`src/rtl/crc_defer_pkg.sv`:
```
package crc_defer_pkg;
    typedef enum logic [2:0] {
        ST_IDLE,
        ST_GET_PC,
        ST_BODY,
        ST_TAIL,
        ST_SKIP,
        ST_COMMIT
    } resp_state_t;
endpackage

```
`src/rtl/crc16_word.sv`:
```
module crc16_word #(
    parameter int              W    = 16,
    parameter logic [W-1:0]    POLY = 16'h1021
) (
    input  logic [W-1:0] crc_in,
    input  logic [W-1:0] data_in,
    output logic [W-1:0] crc_out
);
    logic [W-1:0] chain [0:W];

    assign chain[0] = crc_in;

    generate
        for (genvar b = 0; b < W; b++) begin : g_bit
            logic fb;
            assign fb = chain[b][W-1] ^ data_in[W-1-b];
            assign chain[b+1] = {chain[b][W-2:0], 1'b0} ^ (fb ? POLY : '0);
        end
    endgenerate

    assign crc_out = chain[W];
endmodule

```
`src/rtl/crc_stale_tracker.sv`:
```
module crc_stale_tracker #(
    parameter int ADDR_W     = 6,
    parameter int FIRST_MARK = 1,
    parameter int LAST_MARK  = 32
) (
    input  logic              clk,
    input  logic              rst_n,
    input  logic              wr_en,
    input  logic              wr_bank_id,
    input  logic [ADDR_W-1:0] wr_addr,
    input  logic              busy,
    input  logic              rsp_start,
    input  logic              commit,
    output logic              stale,
    output logic              cancel
);
    logic id_wr;
    logic mark;
    logic stale_q;
    logic cancel_q;

    assign id_wr = wr_en && wr_bank_id;
    assign mark  = id_wr && (wr_addr >= ADDR_W'(FIRST_MARK))
                         && (wr_addr <= ADDR_W'(LAST_MARK));

    always_ff @(posedge clk) begin
        if (!rst_n) begin
            stale_q <= 1'b0;
        end else if (mark) begin
            stale_q <= 1'b1;
        end else if (commit) begin
            stale_q <= 1'b0;
        end
    end

    always_ff @(posedge clk) begin
        if (!rst_n) begin
            cancel_q <= 1'b0;
        end else if (rsp_start) begin
            cancel_q <= id_wr;
        end else if (busy && id_wr) begin
            cancel_q <= 1'b1;
        end
    end

    assign stale  = stale_q;
    assign cancel = cancel_q || (busy && id_wr);
endmodule

```
`src/rtl/crc_resp_fsm.sv`:
```
module crc_resp_fsm
    import crc_defer_pkg::*;
#(
    parameter int              WORD_W = 16,
    parameter int              LEN_W  = 5,
    parameter logic [WORD_W-1:0] POLY   = 16'h1021,
    parameter logic [WORD_W-1:0] PRESET = 16'hFFFF
) (
    input  logic              clk,
    input  logic              rst_n,
    input  logic              rsp_start,
    input  logic              rsp_trunc,
    input  logic              rsp_word_valid,
    input  logic [WORD_W-1:0] rsp_word,
    input  logic              rsp_done,
    input  logic              rsp_abort,
    input  logic              stale,
    input  logic              cancel,
    output logic              busy,
    output logic              calc_ready,
    output logic [WORD_W-1:0] calc_crc,
    output logic              crc_wr_en,
    output logic [WORD_W-1:0] crc_wr_data
);
    localparam int LEN_LSB = WORD_W - LEN_W;

    resp_state_t state_q, state_d;
    logic [LEN_W-1:0]  left_q;
    logic [WORD_W-1:0] crc_q;
    logic [WORD_W-1:0] crc_step;
    logic [LEN_W-1:0]  pc_len;
    logic              take_word;
    logic              ended;

    crc16_word #(.W(WORD_W), .POLY(POLY)) i_step (
        .crc_in  (crc_q),
        .data_in (rsp_word),
        .crc_out (crc_step)
    );

    assign pc_len    = rsp_word[WORD_W-1:LEN_LSB];
    assign take_word = rsp_word_valid && ((state_q == ST_GET_PC) || (state_q == ST_BODY));
    assign ended     = rsp_done || rsp_abort;

    always_comb begin
        state_d = state_q;
        if (rsp_start) begin
            state_d = rsp_trunc ? ST_SKIP : ST_GET_PC;
        end else begin
            unique case (state_q)
                ST_IDLE: state_d = ST_IDLE;
                ST_GET_PC: begin
                    if (ended)               state_d = ST_IDLE;
                    else if (rsp_word_valid) state_d = (pc_len == '0) ? ST_TAIL : ST_BODY;
                end
                ST_BODY: begin
                    if (ended)                                  state_d = ST_IDLE;
                    else if (rsp_word_valid && left_q == LEN_W'(1)) state_d = ST_TAIL;
                end
                ST_TAIL: begin
                    if (rsp_abort)                         state_d = ST_IDLE;
                    else if (rsp_done && stale && !cancel) state_d = ST_COMMIT;
                    else if (rsp_done)                     state_d = ST_IDLE;
                end
                ST_SKIP:   if (ended) state_d = ST_IDLE;
                ST_COMMIT: state_d = ST_IDLE;
                default:   state_d = ST_IDLE;
            endcase
        end
    end

    always_ff @(posedge clk) begin
        if (!rst_n) state_q <= ST_IDLE;
        else        state_q <= state_d;
    end

    always_ff @(posedge clk) begin
        if (!rst_n) begin
            crc_q  <= PRESET;
            left_q <= '0;
        end else if (rsp_start) begin
            crc_q  <= PRESET;
            left_q <= '0;
        end else if (take_word) begin
            crc_q <= crc_step;
            if (state_q == ST_GET_PC) left_q <= pc_len;
            else                      left_q <= left_q - LEN_W'(1);
        end
    end

    always_comb begin
        busy       = 1'b0;
        calc_ready = 1'b0;
        crc_wr_en  = 1'b0;
        unique case (state_q)
            ST_IDLE:   ;
            ST_GET_PC: busy = 1'b1;
            ST_BODY:   busy = 1'b1;
            ST_TAIL: begin
                busy       = 1'b1;
                calc_ready = 1'b1;
            end
            ST_SKIP:   busy = 1'b1;
            ST_COMMIT: begin
                calc_ready = 1'b1;
                crc_wr_en  = 1'b1;
            end
            default: ;
        endcase
    end

    assign calc_crc    = ~crc_q;
    assign crc_wr_data = ~crc_q;
endmodule

```
`src/rtl/crc_defer_unit.sv`:
```
module crc_defer_unit #(
    parameter int WORD_W     = 16,
    parameter int ADDR_W     = 6,
    parameter int LEN_W      = 5,
    parameter int FIRST_MARK = 1,
    parameter int LAST_MARK  = 32
) (
    input  logic              clk,
    input  logic              rst_n,
    input  logic              wr_en,
    input  logic              wr_bank_id,
    input  logic [ADDR_W-1:0] wr_addr,
    input  logic              rsp_start,
    input  logic              rsp_trunc,
    input  logic              rsp_word_valid,
    input  logic [WORD_W-1:0] rsp_word,
    input  logic              rsp_done,
    input  logic              rsp_abort,
    output logic              calc_ready,
    output logic [WORD_W-1:0] calc_crc,
    output logic              crc_wr_en,
    output logic [WORD_W-1:0] crc_wr_data,
    output logic              crc_stale
);
    logic busy;
    logic cancel;

    crc_stale_tracker #(
        .ADDR_W(ADDR_W), .FIRST_MARK(FIRST_MARK), .LAST_MARK(LAST_MARK)
    ) i_track (
        .clk        (clk),
        .rst_n      (rst_n),
        .wr_en      (wr_en),
        .wr_bank_id (wr_bank_id),
        .wr_addr    (wr_addr),
        .busy       (busy),
        .rsp_start  (rsp_start),
        .commit     (crc_wr_en),
        .stale      (crc_stale),
        .cancel     (cancel)
    );

    crc_resp_fsm #(.WORD_W(WORD_W), .LEN_W(LEN_W)) i_fsm (
        .clk            (clk),
        .rst_n          (rst_n),
        .rsp_start      (rsp_start),
        .rsp_trunc      (rsp_trunc),
        .rsp_word_valid (rsp_word_valid),
        .rsp_word       (rsp_word),
        .rsp_done       (rsp_done),
        .rsp_abort      (rsp_abort),
        .stale          (crc_stale),
        .cancel         (cancel),
        .busy           (busy),
        .calc_ready     (calc_ready),
        .calc_crc       (calc_crc),
        .crc_wr_en      (crc_wr_en),
        .crc_wr_data    (crc_wr_data)
    );
endmodule

```
`config.mk`:
```
export PLATFORM = sky130hd
export DESIGN_NAME = crc_defer_unit
export DESIGN_NICKNAME = d
export VERILOG_FILES = /design/src/rtl/crc_defer_pkg.sv /design/src/rtl/crc16_word.sv /design/src/rtl/crc_stale_tracker.sv /design/src/rtl/crc_resp_fsm.sv /design/src/rtl/crc_defer_unit.sv
export SDC_FILE = /design/constraint.sdc
export NUM_CORES = 1
export LEC_CHECK = 0
export BUFFER_PORTS_ARGS = -buffer_cell sky130_fd_sc_hd__buf_2
export CORE_MARGIN = 8
export CORE_UTILIZATION = 40
export DETAILED_ROUTE_END_ITERATION = 6
export PLACE_DENSITY_LB_ADDON = 0.3
export SYNTH_ARGS = -nofsm -noshare
export SYNTH_HDL_FRONTEND = slang
export SYNTH_SLANG_ARGS = --single-unit
```
`constraint.sdc`:
```
create_clock -name clk -period 2.2 [get_ports clk]
set_input_delay 0.22 -clock clk [delete_from_list [all_inputs] [get_ports clk]]
set_output_delay 0.22 -clock clk [all_outputs]
set_load 0.02 [all_outputs]
```
==> reports/qor.txt <==
Via density: 4.95
Library cell contributing the largest single delay on the critical path: xnor3_2
Via count of the first global-routing pass: 1602
Finished Core Util: 0.493
Fin. Hold Viols: 0
Average wire length per cell after detail routing: 13.7 um
Maximum operating frequency: 476 MHz
Synthesis warning total: 0
Clock root buffer: clkbuf_8
Synthesis-to-layout area growth: 19.0%
Gr usage total: 0.125
CP Class: flop to flop
Class of the tightest hold or removal check: primary input to flop
Dominant cells by area after synthesis: dfxtp_1 27%, xnor2_1 14%, buf_4 6.2%
Total gr overflow: 0
Setup crit end kind: flop
Via count of the routed design: 1683
WP data arrival: 2.32 ns
Sequential share of the synthesized area: 0.268
Layout cell share with drive strength beyond 1: 0.308
Number of H-tree levels: 1
Number of input and output port buffers inserted: 65
Pin count of the biggest net entering global routing: 33
Clk_skew: 0.00596 ns
Top-level port count: 66
Worst-case hold slack: 0.205 ns
Number of antenna violations at the first check in global routing: 0
Met1 routed wirelength after detailed routing: 2160 um
Most area-hungry cell type in the Yosys netlist: dfxtp_1
Highest metal layer with signal wires: met4
TritonCTS Sinks: 26
Final setup violation count: 0
Area of the core: 4690 sq um
Final critical-path required period: 2.10 ns
Pwr dens: 535 nW/um^2
Reg-to-Reg Start: i_fsm.crc_q[6]$_SDFFE_PP1P_
Number of standard cells after synthesis: 233
Max-slew headroom: 0.694
Starting density of the core: 0.414
P_leak: 0.00122 uW
Worst path bufs/invs: 0
Maximum resistive drop on vdd: 0.000252 V
Count of final max-slew check failures: 0
Netlist Area Pre-Place: 1940 sq um
Worst-skew pair later-pin latency: 0.27 ns
Share of the synthesized area in the top cell type: 0.268
Clock transition at the registers of the reported paths: 0.10 ns
Slew of the pin with the lowest slew margin: 0.456 ns
Wire length on met2: 2240 um
Critical path launch point type: flop
Register-to-Register Setup Slack: 0.1 ns
DRT iter0 DRCs: 67
Final Power: 1240 uW
Vertical extent of the die: 85.7 um
Required time reported for the critical path endpoint: 2.42 ns
Wire length of the first global-routing pass: 7560 um
Hold path startpoint: rst_n
Cells along the critical path: xnor2_1, xnor3_2, xnor2_2, xnor3_1, or3_1, nand3_1
Terminating pin of the worst hold path: i_fsm.state_q[0]$_SDFFE_PN0P_
Total iterations of the first detailed-routing run: 4
Post-synthesis register bit count: 26
Cell class contributing the biggest share of worst-path delay: XOR/XNOR gates
Number of flops mapped to enable cells by yosys: 0
Number of buffers created by CTS: 3
Longest Clk Path Bufs: 2
Rows: 25
Synthesized netlist net count: 266
Remaining antenna violation count after routing: 0
Result of the run: complete, no violations
Hold Path Depth: 2
Placer congestion estimate: 0.820
Final wirelength: 4670 um
Detailed Place HPWL: 3720 um
Number of nets in the layout: 321
Number of remaining DRC errors: 0
Endpoint of the worst register-to-register path: i_fsm.crc_q[14]$_SDFFE_PP1P_
R2R cell count: 6
Top FF cell, synth: dfxtp_1
Antenna cells: 0
Post-Syn Area per Cell: 8.34 sq um
Async set-or-reset flop fraction in the synthesized netlist: 0
Crit path max fanout: 3
Max-capacitance violation count: 0
CTS tree: built
Chip Width: 85.7 um
Longest individual stage delay on the worst path: 0.52 ns
Count of unique library cells instantiated by Yosys: 39
Routed length on met3: 227 um
Ratio of final minimum period to clock period: 0.956
Count of hold-fix buffers inserted at cts: 0
Die area: 7340 sq um
worst register-to-register path: cells and delay by family, from the launching register on:
family	cells	cell delay [ns]
xor gates and xnor gates	4	1.32
DFF	1	0.33
and+or+nand+nor	2	0.39
final cells by class:
| type | instances | area (sq um) |
|---|---|---|
| repair buffers | 76 | 408 |
| fillers | 470 | 2380 |
| well taps | 54 | 67.6 |
| multi-input cells | 161 | 1200 |
| flip-flops and latches | 26 | 520 |
| inverters | 20 | 75.1 |
| clock buffers | 3 | 41.3 |
report_power, final:
part	internal, uW	switching (uW)	total, uW
logic	247	218	465
clock network	123	158	281
registers	480	11.5	491
total	850	387	1240
worst max path at each step:
stage                                       startpoint                           end  cells past startpoint
after floorplan           i_fsm.crc_q[14]$_SDFFE_PP1P_  i_fsm.crc_q[14]$_SDFFE_PP1P_                      6
after global placement                    rsp_word[14]  i_fsm.crc_q[14]$_SDFFE_PP1P_                      7
after detailed placement  i_fsm.crc_q[14]$_SDFFE_PP1P_  i_fsm.crc_q[14]$_SDFFE_PP1P_                      6
after CTS                 i_fsm.crc_q[14]$_SDFFE_PP1P_  i_fsm.crc_q[14]$_SDFFE_PP1P_                      6
after global routing       i_fsm.crc_q[6]$_SDFFE_PP1P_  i_fsm.crc_q[14]$_SDFFE_PP1P_                      6
final                      i_fsm.crc_q[6]$_SDFFE_PP1P_  i_fsm.crc_q[14]$_SDFFE_PP1P_                      6
metrics by stage:
step	std cells	setup slack [ns]	area [sq um]	setup TNS [ns]
6_report	340	0.0972	2310	0
5_1_grt	340	-0.00474	2310	-0.00474
4_1_cts	338	0.0536	2290	0
3_5_place_dp	335	0.0808	2250	0
3_3_place_gp	335	0.116	2250	0
2_1_floorplan	233	0.122	1940	0
timing repair:
action	4_1_cts	5_1_grt
buffers inserted	0	2
endpoints found under the hold margin	0	0
setup endpoints to repair	0	1
resized for setup	0	1
registers in the layout (all words and copies together), names as in the netlist:
| signal | flops |
|---|---|
| i_fsm.left_q | 5 |
| i_fsm.crc_q | 16 |
| i_track.stale | 1 |
| i_fsm.state_q | 3 |
| i_track.cancel_q | 1 |
logic make-up (layout without fill, tap and decap cells):
family	Yosys count	after routing	share of synthesized area
AOI/OAI and AO/OA	42	42	0.135
and+or+nand+nor	66	66	0.171
xor gates and xnor gates	51	51	0.293
DFF	26	26	0.268
buffers and inverters	46	99	0.120
adders and majority gates	2	2	0.0129
cells in the final DEF (no fill, tap or decap), types with 4 or more instances in the layout:
master,Yosys,layout
buf_2,1,65
xnor2_1,31,30
dfxtp_1,26,26
inv_1,20,20
nor2_1,16,16
nand2_1,14,14
buf_4,16,11
xor2_1,9,9
nor3_1,8,8
a21oi_1,8,8
o211ai_1,8,8
a31oi_1,7,7
nand3_1,6,6
nor2b_1,5,5
o21ai_1,6,5
xnor2_2,4,5
o21ai_0,5,5
xnor3_1,4,4
or3_1,4,4
cells in the mapped netlist (2+ instances only):
library cell and n:
a21oi_1 8, o21ai_1 6, nand2_1 14, o211ai_1 8, nand2b_1 3, nand3_1 6
nor2_1 16, xor2_1 9, a31oi_1 7, a211oi_1 3, nor2b_1 5, dfxtp_1 26
o21ai_0 5, clkbuf_1 8, a22oi_1 2, nor4_1 3, xnor2_1 31, xnor3_1 4
buf_4 16, inv_1 20, or3_1 4, ha_1 2, xnor2_2 4, nor3_1 8
layer usage:
metal | vias to the layer above | track usage
met1 | 766 | 0.154
met5 | - | 0
met2 | 40 | 0.212
li1 | 875 | -
met3 | 2 | 0.0201
met4 | 0 | 0.0478
Power figures use the tool's default switching activity.
